### config.mk
export PLATFORM = sky130hd
export DESIGN_NAME = collision_override_arb
export DESIGN_NICKNAME = d
export VERILOG_FILES = /design/src/rtl/coa_pkg.sv /design/src/rtl/coa_datapath.sv /design/src/rtl/coa_control.sv /design/src/rtl/collision_override_arb.sv
export SDC_FILE = /design/constraint.sdc
export NUM_CORES = 1
export LEC_CHECK = 0
export BUFFER_PORTS_ARGS = -buffer_cell sky130_fd_sc_hd__buf_2
export CAP_MARGIN = 0
export CORE_AREA = 2 2 96 98
export DETAILED_ROUTE_END_ITERATION = 16
export DIE_AREA = 0 0 98 100
export PLACE_DENSITY = 0.78
export SYNTH_ARGS = -nofsm -noshare
export SYNTH_HDL_FRONTEND = slang
export SYNTH_SLANG_ARGS = --single-unit
### constraint.sdc
create_clock -name clk -period 2.7 [get_ports clk]
set_input_delay 0.27 -clock clk [delete_from_list [all_inputs] [get_ports clk]]
set_output_delay 0.27 -clock clk [all_outputs]
set_load 0.02 [all_outputs]
### src/rtl/coa_pkg.sv
package coa_pkg;

  typedef enum logic [1:0] {
    ST_USER  = 2'd0,
    ST_WARN  = 2'd1,
    ST_HEED  = 2'd2,
    ST_TAKEN = 2'd3
  } authState_t;

  typedef struct packed {
    logic selAction;
    logic buzz;
    logic captureRef;
  } ctlStrobe_t;

  localparam logic [1:0] THR_NONE  = 2'd0;
  localparam logic [1:0] THR_HEAD  = 2'd1;
  localparam logic [1:0] THR_BLIND = 2'd2;
  localparam logic [1:0] THR_REV   = 2'd3;

  localparam logic [1:0] MODE_WARN = 2'd2;
  localparam logic [1:0] MODE_TAKE = 2'd3;

  localparam logic [2:0] ADR_INT   = 3'd0;
  localparam logic [2:0] ADR_SPEED = 3'd1;
  localparam logic [2:0] ADR_DIST  = 3'd2;
  localparam logic [2:0] ADR_SACT  = 3'd3;
  localparam logic [2:0] ADR_TACT  = 3'd4;
  localparam logic [2:0] ADR_MODE  = 3'd5;

endpackage

### src/rtl/coa_datapath.sv
module coa_datapath
  import coa_pkg::*;
#(
  parameter int DATA_W       = 8,
  parameter int FRAME_CYCLES = 5_000_000,
  parameter int GRACE_RESET  = 10,
  localparam int GRACE_W     = DATA_W - 2
) (
  input  logic              clk,
  input  logic              rstN,
  input  logic [DATA_W-1:0] userSpeed,
  input  logic [DATA_W-1:0] userSteer,
  input  logic              threatValid,
  input  logic [1:0]        threatKind,
  input  logic              threatOnLeft,
  input  logic [DATA_W-1:0] curSpeed,
  input  logic [DATA_W-1:0] distance,
  input  logic [2:0]        regAddr,
  input  logic              regWrEn,
  input  logic [DATA_W-1:0] regWrData,
  input  logic              regRdEn,
  input  ctlStrobe_t        ctl,
  output logic [DATA_W-1:0] regRdData,
  output logic [DATA_W-1:0] speedOut,
  output logic [DATA_W-1:0] steerOut,
  output logic              buzzerOn,
  output logic              irqReq,
  output logic              frameTick,
  output logic              corrective,
  output logic [1:0]        modeSel,
  output logic [GRACE_W-1:0] graceLim
);

  localparam int FRAME_W = (FRAME_CYCLES > 1) ? $clog2(FRAME_CYCLES) : 1;
  localparam logic [DATA_W-1:0] NEUTRAL = DATA_W'(1) << (DATA_W - 1);
  localparam logic [DATA_W-1:0] MODE_RESET = {GRACE_W'(GRACE_RESET), MODE_WARN};

  logic [FRAME_W-1:0] frameCnt;
  logic [DATA_W-1:0]  speedAct, turnAct, modeReg, refSpeed, refSteer, rdMux;
  logic [1:0]         intType, kindQ;
  logic               validQ, detectEvt, promote, rdInt;

  // frame timer
  assign frameTick = (frameCnt == FRAME_W'(FRAME_CYCLES - 1));
  always_ff @(posedge clk) begin
    if (!rstN || frameTick) frameCnt <= '0;
    else                    frameCnt <= frameCnt + 1'b1;
  end

  // host-writable registers
  always_ff @(posedge clk) begin
    if (!rstN) begin
      speedAct <= NEUTRAL;
      turnAct  <= NEUTRAL;
      modeReg  <= MODE_RESET;
    end else if (regWrEn) begin
      case (regAddr)
        ADR_SACT: speedAct <= regWrData;
        ADR_TACT: turnAct  <= regWrData;
        ADR_MODE: modeReg  <= regWrData;
        default:  ;
      endcase
    end
  end
  assign modeSel  = modeReg[1:0];
  assign graceLim = modeReg[DATA_W-1:2];

  // threat class capture with priority (lower nonzero code wins)
  assign detectEvt = threatValid && (threatKind != THR_NONE) &&
                     (!validQ || (threatKind != kindQ));
  assign promote   = detectEvt && ((intType == THR_NONE) || (threatKind < intType));
  assign rdInt     = regRdEn && (regAddr == ADR_INT);

  always_ff @(posedge clk) begin
    if (!rstN) begin
      validQ  <= 1'b0;
      kindQ   <= THR_NONE;
      intType <= THR_NONE;
    end else begin
      validQ <= threatValid;
      kindQ  <= threatKind;
      if (rdInt)        intType <= detectEvt ? threatKind : THR_NONE;
      else if (promote) intType <= threatKind;
    end
  end
  assign irqReq = (intType != THR_NONE);

  // registered read port
  always_comb begin
    case (regAddr)
      ADR_INT:   rdMux = {{(DATA_W-2){1'b0}}, intType};
      ADR_SPEED: rdMux = curSpeed;
      ADR_DIST:  rdMux = distance;
      ADR_SACT:  rdMux = speedAct;
      ADR_TACT:  rdMux = turnAct;
      ADR_MODE:  rdMux = modeReg;
      default:   rdMux = '0;
    endcase
  end
  always_ff @(posedge clk) begin
    if (!rstN)        regRdData <= '0;
    else if (regRdEn) regRdData <= rdMux;
  end

  // operator reaction detection against the commands seen at warning start
  function automatic logic [DATA_W-1:0] magOf(input logic [DATA_W-1:0] v);
    return (v >= NEUTRAL) ? (v - NEUTRAL) : (NEUTRAL - v);
  endfunction

  always_ff @(posedge clk) begin
    if (!rstN) begin
      refSpeed <= NEUTRAL;
      refSteer <= NEUTRAL;
    end else if (ctl.captureRef) begin
      refSpeed <= userSpeed;
      refSteer <= userSteer;
    end
  end
  assign corrective = (magOf(userSpeed) < magOf(refSpeed)) ||
                      (threatOnLeft ? (userSteer > refSteer) : (userSteer < refSteer));

  // output selection
  assign speedOut = ctl.selAction ? speedAct : userSpeed;
  assign steerOut = ctl.selAction ? turnAct  : userSteer;
  assign buzzerOn = ctl.buzz;


  warn_keeps_user_chk: assert property (@(posedge clk) disable iff (!rstN)
    ctl.buzz |-> (speedOut == userSpeed && steerOut == userSteer));


  read_clear_chk: assert property (@(posedge clk) disable iff (!rstN)
    (rdInt && !detectEvt) |=> !irqReq);


  head_kept_chk: assert property (@(posedge clk) disable iff (!rstN)
    (intType == THR_HEAD && !rdInt) |=> (intType == THR_HEAD));

endmodule

### src/rtl/coa_control.sv
module coa_control
  import coa_pkg::*;
#(
  parameter int GRACE_W        = 6,
  parameter int RELEASE_FRAMES = 3
) (
  input  logic               clk,
  input  logic               rstN,
  input  logic               threatValid,
  input  logic               frameTick,
  input  logic               corrective,
  input  logic [1:0]         modeSel,
  input  logic [GRACE_W-1:0] graceLim,
  output ctlStrobe_t         ctl
);

  localparam int CLR_W = $clog2(RELEASE_FRAMES + 1);

  authState_t         state, stateNext;
  logic [GRACE_W-1:0] graceCnt, graceNext;
  logic [CLR_W-1:0]   clrCnt, clrNext;
  logic               manual, releaseNow, graceDone;

  assign manual     = (modeSel < MODE_WARN);
  assign releaseNow = !threatValid && frameTick &&
                      (clrCnt == CLR_W'(RELEASE_FRAMES - 1));
  assign graceDone  = (graceCnt >= graceLim);

  always_comb begin
    stateNext = state;
    graceNext = graceCnt;
    if (threatValid || releaseNow) clrNext = '0;
    else if (frameTick)            clrNext = clrCnt + 1'b1;
    else                           clrNext = clrCnt;

    case (state)
      ST_USER: begin
        graceNext = '0;
        if (threatValid && modeSel == MODE_TAKE)      stateNext = ST_TAKEN;
        else if (threatValid && modeSel == MODE_WARN) stateNext = ST_WARN;
      end
      ST_WARN: begin
        if (frameTick && graceCnt != '1) graceNext = graceCnt + 1'b1;
        if (manual || releaseNow)         stateNext = ST_USER;
        else if (modeSel == MODE_TAKE)    stateNext = ST_TAKEN;
        else if (corrective)              stateNext = ST_HEED;
        else if (graceDone)               stateNext = ST_TAKEN;
      end
      ST_HEED: begin
        if (manual || releaseNow) stateNext = ST_USER;
      end
      default: begin
        if (manual || releaseNow) stateNext = ST_USER;
      end
    endcase
  end

  always_ff @(posedge clk) begin
    if (!rstN) begin
      state    <= ST_USER;
      graceCnt <= '0;
      clrCnt   <= '0;
    end else begin
      state    <= stateNext;
      graceCnt <= graceNext;
      clrCnt   <= clrNext;
    end
  end

  assign ctl.selAction  = (state == ST_TAKEN);
  assign ctl.buzz       = (state == ST_WARN);
  assign ctl.captureRef = (state == ST_USER) && threatValid && (modeSel == MODE_WARN);


  manual_user_chk: assert property (@(posedge clk) disable iff (!rstN)
    manual |=> (state == ST_USER));


  immediate_take_chk: assert property (@(posedge clk) disable iff (!rstN)
    (state == ST_USER && threatValid && modeSel == MODE_TAKE) |=> (state == ST_TAKEN));


  hold_while_threat_chk: assert property (@(posedge clk) disable iff (!rstN)
    (state == ST_TAKEN && threatValid && !manual) |=> (state == ST_TAKEN));

endmodule

### src/rtl/collision_override_arb.sv
module collision_override_arb
  import coa_pkg::*;
#(
  parameter int DATA_W         = 8,
  parameter int FRAME_CYCLES   = 5_000_000,
  parameter int GRACE_RESET    = 10,
  parameter int RELEASE_FRAMES = 3
) (
  input  logic              clk,
  input  logic              rstN,
  input  logic [DATA_W-1:0] userSpeed,
  input  logic [DATA_W-1:0] userSteer,
  input  logic              threatValid,
  input  logic [1:0]        threatKind,
  input  logic              threatOnLeft,
  input  logic [DATA_W-1:0] curSpeed,
  input  logic [DATA_W-1:0] distance,
  input  logic [2:0]        regAddr,
  input  logic              regWrEn,
  input  logic [DATA_W-1:0] regWrData,
  input  logic              regRdEn,
  output logic [DATA_W-1:0] regRdData,
  output logic [DATA_W-1:0] speedOut,
  output logic [DATA_W-1:0] steerOut,
  output logic              buzzerOn,
  output logic              irqReq
);

  localparam int GRACE_W = DATA_W - 2;

  ctlStrobe_t         ctl;
  logic               frameTick, corrective;
  logic [1:0]         modeSel;
  logic [GRACE_W-1:0] graceLim;

  coa_datapath #(
    .DATA_W(DATA_W), .FRAME_CYCLES(FRAME_CYCLES), .GRACE_RESET(GRACE_RESET)
  ) datapath_i (
    .clk(clk), .rstN(rstN), .userSpeed(userSpeed), .userSteer(userSteer),
    .threatValid(threatValid), .threatKind(threatKind), .threatOnLeft(threatOnLeft),
    .curSpeed(curSpeed), .distance(distance), .regAddr(regAddr), .regWrEn(regWrEn),
    .regWrData(regWrData), .regRdEn(regRdEn), .ctl(ctl), .regRdData(regRdData),
    .speedOut(speedOut), .steerOut(steerOut), .buzzerOn(buzzerOn), .irqReq(irqReq),
    .frameTick(frameTick), .corrective(corrective), .modeSel(modeSel), .graceLim(graceLim)
  );

  coa_control #(
    .GRACE_W(GRACE_W), .RELEASE_FRAMES(RELEASE_FRAMES)
  ) control_i (
    .clk(clk), .rstN(rstN), .threatValid(threatValid), .frameTick(frameTick),
    .corrective(corrective), .modeSel(modeSel), .graceLim(graceLim), .ctl(ctl)
  );

endmodule

Yosys cells after proc, flatten, opt, wreduce, memory -nomap -nowiden
Index checks and enable logic that the tools add are counted.
{"block": "word_totals", "register_bits": 86, "inputBits": 51, "out_inout_bits": 26, "wordCells": 98}
{"block": "classes", "addsub": 7, "magnitude_cmp": 8, "eq_ne": 16, "muxes": 19, "n_bitwise": 1, "n_reduce_logical": 34}
{"cell": "one-hot mux 8 bit (6 select lines)", "count": 1}
{"cell": "2-to-1 mux 8 bit", "count": 4}
{"cell": "adder 23 x 1 -> 23 bit, second input constant", "count": 1}
{"cell": "== test 23 bit, second input constant", "count": 1}
{"cell": "2-to-1 mux 2 bit", "count": 10}
{"cell": "greater-or-equal comparator 8 bit, second input constant", "count": 2}
{"cell": "< comparator 8 bit", "count": 2}
{"cell": "subtractor 8 bit, first input constant", "count": 2}
{"cell": "subtractor 8 bit, second input constant", "count": 2}
{"cell": "one-hot mux 6 bit (2 select lines)", "count": 1}
{"cell": "logical AND 1 bit", "count": 11}
{"cell": "== test 2 bit, second input constant", "count": 4}
{"cell": "> comparator 8 bit", "count": 1}
{"cell": "AND reduction 2 bit", "count": 4}
{"cell": "nonzero test 2 bit", "count": 4}
{"cell": "adder 6 x 1 -> 6 bit, second input constant", "count": 1}
{"cell": "== test 3 x 2 -> 1 bit, second input constant", "count": 2}
{"cell": "== test 3 bit, second input constant", "count": 2}
{"cell": "greater-or-equal comparator 6 bit", "count": 1}
{"cell": "logical OR 1 bit", "count": 6}
{"cell": "2-to-1 mux 6 bit", "count": 1}
{"cell": "!= test 6 bit, second input constant", "count": 1}
{"cell": "!= test 5 x 1 -> 1 bit, second input constant", "count": 1}
{"cell": "logical NOT 2 bit", "count": 2}
{"cell": "16 further kinds", "count": 18}

Depth between registers and ports, before layout
{"block": "logic_depth", "depth_word": 8, "mapped_depth": 11}

Hierarchy
From an unflattened synthesis, not the netlist that was laid out.
{"block": "unflattened", "hier_cells": 575, "hier_area_um2": 4817.1}
{"mod": "coa_datapath", "n_inst": 1, "cells_per_inst": 489, "area_per_inst_um2": 4135.2, "seq_area_each_um2": 1521.5}
{"mod": "coa_control", "n_inst": 1, "cells_per_inst": 86, "area_per_inst_um2": 681.9, "seq_area_each_um2": 200.2}

Worst setup path before layout
Ideal clock, no wire load.
{"block": "synth_path", "kind": "input -> register", "start": "input userSpeed[2]", "end": "register control_i.state[0]", "setup_time_ns": 0.125, "arrival_time_ns": 2.203, "t_required_ns": 2.575, "path_slack_ns": 0.372, "cell_stages": 10, "n_path_buf": 1, "path_cell_list": "clkbuf_1 -> nor4_1 -> a21oi_1 -> xor2_1 -> ha_1 -> a21oi_1 -> o21ai_0 -> o311ai_0 -> a311oi_1 -> o41a_1"}
{"block": "synth_between", "elab_chain_len": 8}
{"item": "start: declaration", "line": "collision_override_arb.sv:11", "rtl": "input logic [DATA_W-1:0] userSpeed,"}
{"item": "subtractor 8 bit / greater-or-equal comparator 8 bit (equally long branches)", "line": "coa_datapath.sv:107", "rtl": "return (v >= NEUTRAL) ? (v - NEUTRAL) : (NEUTRAL - v);"}
{"item": "2-to-1 mux 8 bit *", "line": "coa_datapath.sv:107"}
{"item": "< comparator 8 bit *", "line": "coa_datapath.sv:119", "rtl": "assign corrective = (magOf(userSpeed) < magOf(refSpeed)) ||"}
{"item": "logical OR 1 bit *", "line": "coa_datapath.sv:119"}
{"item": "2-to-1 mux 2 bit", "line": "coa_control.sv:46", "rtl": "else if (corrective) stateNext = ST_HEED;"}
{"item": "2-to-1 mux 2 bit", "line": "coa_control.sv:45", "rtl": "else if (modeSel == MODE_TAKE) stateNext = ST_TAKEN;"}
{"item": "2-to-1 mux 2 bit", "line": "coa_control.sv:44", "rtl": "if (manual || releaseNow) stateNext = ST_USER;"}
{"item": "one-hot mux 2 bit (2 select lines)", "line": "coa_control.sv:36", "rtl": "case (state)"}
{"item": "end signal: assignment", "line": "coa_control.sv:64", "rtl": "state <= stateNext;"}
{"item": "end: declaration", "line": "coa_control.sv:19", "rtl": "authState_t state, stateNext;"}
Every way passes the cells marked *; elsewhere a longest branch is shown, timed or not.
A chain may end at the register's enable or synchronous reset.

Worst setup path in the final report
{"block": "layout_path", "start": "register datapath_i.refSpeed[0]", "end": "register control_i.state[0]"}
{"block": "layout_between", "elab_chain_len": 8}
{"item": "start: declaration", "line": "coa_datapath.sv:39", "rtl": "logic [DATA_W-1:0] speedAct, turnAct, modeReg, refSpeed, refSteer, rdMux;"}
{"item": "start signal: assignment", "line": "coa_datapath.sv:115", "rtl": "refSpeed <= userSpeed;"}
{"item": "subtractor 8 bit / greater-or-equal comparator 8 bit (equally long branches)", "line": "coa_datapath.sv:107"}
{"item": "2-to-1 mux 8 bit *", "line": "coa_datapath.sv:107"}
{"item": "< comparator 8 bit *", "line": "coa_datapath.sv:119"}
{"item": "logical OR 1 bit *", "line": "coa_datapath.sv:119"}
{"item": "2-to-1 mux 2 bit", "line": "coa_control.sv:46"}
{"item": "2-to-1 mux 2 bit", "line": "coa_control.sv:45"}
{"item": "2-to-1 mux 2 bit", "line": "coa_control.sv:44"}
{"item": "one-hot mux 2 bit (2 select lines)", "line": "coa_control.sv:36"}
Marks and branches as above.

==> impl_metrics.ini <==
[logic_synthesis]
synthFlopType = dfxtp_1
yosys-top-cells-area = dfxtp_1 35%, nand2_1 8.0%, ha_1 7.0%, mux2_2 5.6%, a21boi_0 5.4%
syn-num-nets = 670
ys_types = 54
yosysSeqAreaShare_pct = 35.5
syn_avg_cell_area_um2 = 8.20
synth_top_cell_area_share_pct = 35.5
synth_top_cell_by_area = dfxtp_1
ys_warn_count = 0
syn_area_mm2 = 0.00486
syn_inst = 592
synth_edf_count = 0
ys_async_sr_fraction_pct = 0
ys_top_cells_by_count = 103 x nand2_1, 86 x dfxtp_1, 46 x nor2_1
ys_ff_latch = 86
synth.most_common_cell = nand2_1

[finish]
diodes = 0
drive_above_1_share_pct = 19.0
nNetsFinal = 731
final_cell_area_mm2 = 0.00547
n_fill_cell = 795
fin_util_pct = 61.5
area_growth_pct = 12.6

[sta]
max_freq_mhz = 408
rsz0062_at_grt = no
fin_setup_tns_ns = 0
setup_viol = 0
worst_slew_pin_slew_ns = 0.700
holdWs_ns = 0.168
finalCriticalPeriod_ns = 2.45
fin_worst_skew_ns = 0.0119
slew_headroom_pct = 53.2
hold_viol = 0
slew_viol_final = 0
finalCritPeriodShare_pct = 90.7

[clock_network]
cts_setup_buffers = 0
cts.sinks = 86
clk_pin_slew_worst_paths_ns = 0.09
cts_tree = yes
htreeDepth = 3
cts_root_buf = clkbuf_8
clk_latency_ns = 0.37
cts_buffer_depth = 2
numCtsBuffers = 9
ctsHoldBuffers = 0
ctsResizeCount = 0

[route]
via_per_inst = 5.65
drc = 0
dr.pass1.iters = 4
drtAntennaViolNets = 0
first_iter_violations = 168
totalWireLength_um = 11700
vias = 4346
wl_per_cell_um = 15.2

[setup_path]
path_class = flip-flop to flip-flop
arrival_ns = 2.70
start_kind = flip-flop
cp_max_fo = 3
end_kind = flip-flop
rr_worst_depth = 10
worstPathRequired_ns = 2.95

[global_routing]
grt_remaining_overflow = 0
antenna_found_initial = 0
grt_util_all_layers_pct = 23.8
grt_first_pass_wirelength_um = 18900
grt_pass1_vias = 4125
grt_max_degree = 38

[worst_hold_path]
whs_path_depth = 3
hp-class = input port to flip-flop

[placement]
gp_congestion = 0.948
placed_cell_area_mm2 = 0.00528
dp_hpwl_um = 8870
port-buffer-count = 76

[floorplan]
initial_core_util_pct = 54.6
row_count = 35
dieArea_mm2 = 0.00980
die_w_um = 98
ios = 77
core_mm2 = 0.00889
die_height_um = 100

[status]
outcome = finished, final reports clean

[power]
internal-power_mw = 1.95
power.density_mw_per_mm2 = 525
combinationalPowerShare_pct = 21.3
clkPwrFrac_pct = 29.8
p_sw_share_pct = 32.1
seq_power_share_pct = 48.8
vdd_drop_max_uv = 353
p_leak_nw = 2.22
p_sw_mw = 0.921

[flow_run]
cap_violations = 0
-- final timing paths --
kind	from	to	slack (ns)
worst max-delay path	datapath_i.refSpeed[0]	control_i.state[0]	0.25
worst min-delay path	threatKind[0]	datapath_i.kindQ[0]	0.17
worst max register to register	datapath_i.refSpeed[0]	control_i.state[0]	0.25
worst min register to register	datapath_i.refSteer[2]	datapath_i.refSteer[2]	0.47
-- worst max-delay path: stages (launching register included) --
cell and delay, ns:
dfxtp_1 0.38, inv_1 0.07, ha_1 0.24, a31oi_1 0.21
xnor2_1 0.15, ha_1 0.28, a21oi_1 0.15, o21ai_0 0.08
o311ai_1 0.33, a311oi_1 0.13, o41a_1 0.32
-- sequential cells by signal (all words and copies together), names as in the netlist --
register and cells:
control_i.clrCnt 2, control_i.graceCnt 6, control_i.state 2, datapath_i.frameCnt 23
datapath_i.intType 2, datapath_i.kindQ 2, datapath_i.modeReg 8, datapath_i.refSpeed 8
datapath_i.refSteer 8, datapath_i.regRdData 8, datapath_i.speedAct 8, datapath_i.turnAct 8
datapath_i.validQ 1
-- placed cells by master (no fill, tap or decap), drive strengths merged, types with 4 or more instances in the layout --
cell type / count
a21boi: 36
a21oi: 21
a22oi: 11
a31oi: 6
and3: 7
and4: 4
buf: 79
clkbuf: 10
dfxtp: 86
ha: 27
inv: 32
mux2: 24
mux2i: 4
nand2: 103
nand2b: 4
nand3: 22
nand3b: 4
nand4: 10
nor2: 47
nor2b: 8
nor3: 10
o211a: 7
o211ai: 12
o21ai: 12
or3: 4
xnor2: 13
xor2: 18
-- stage by stage --
step / power, mW / cells / worst slack [ns]
after detailed placement: 2.04 / 753 / 0.132
after global routing: 3.00 / 769 / 0.0443
after global placement: 2.01 / 753 / 0.240
after floorplan: 1.85 / 592 / 0.372
final: 2.87 / 769 / 0.251
after CTS: 2.88 / 769 / 0.200
-- layout make-up --
type	instances	area (um2)	share of cell area, %
multi-input combinational	446	2900	53.1
clock buffer	10	138	2.52
tap	111	139	2.54
timing repair buffer	79	403	7.37
inverter	31	116	2.13
sequential	86	1720	31.5
clock inverter	6	46.3	0.847
-- kinds of logic after synthesis --
kind of cell             synth area share [%]
AO/OA/AOI/OAI                            18.0
adder cells (fa/ha/maj)                  6.96
multiplexers                             6.39
XOR/XNOR                                 5.59
buffers and inverters                    4.87
AND/OR/NAND/NOR                          22.7
flip-flops                               35.5
-- routing by layer --
layer  global-route usage (%)  vias up  routed length, um
met5                        0        -                  0
met4                     8.33        0                258
met3                     4.94       22                534
met2                     40.0      111               5560
met1                     30.4     2016               5350
li1                         -     2197                  -
-- power groups by stage --
stage,sequential (mW),clock [mW],combinational [mW]
after floorplan,1.40,0,0.445
after global placement,1.43,0,0.584
after detailed placement,1.43,0,0.605
after CTS,1.40,0.871,0.609
after global routing,1.41,0.909,0.682
final,1.40,0.856,0.613
Note: power is estimated with default switching activity, not from simulation.
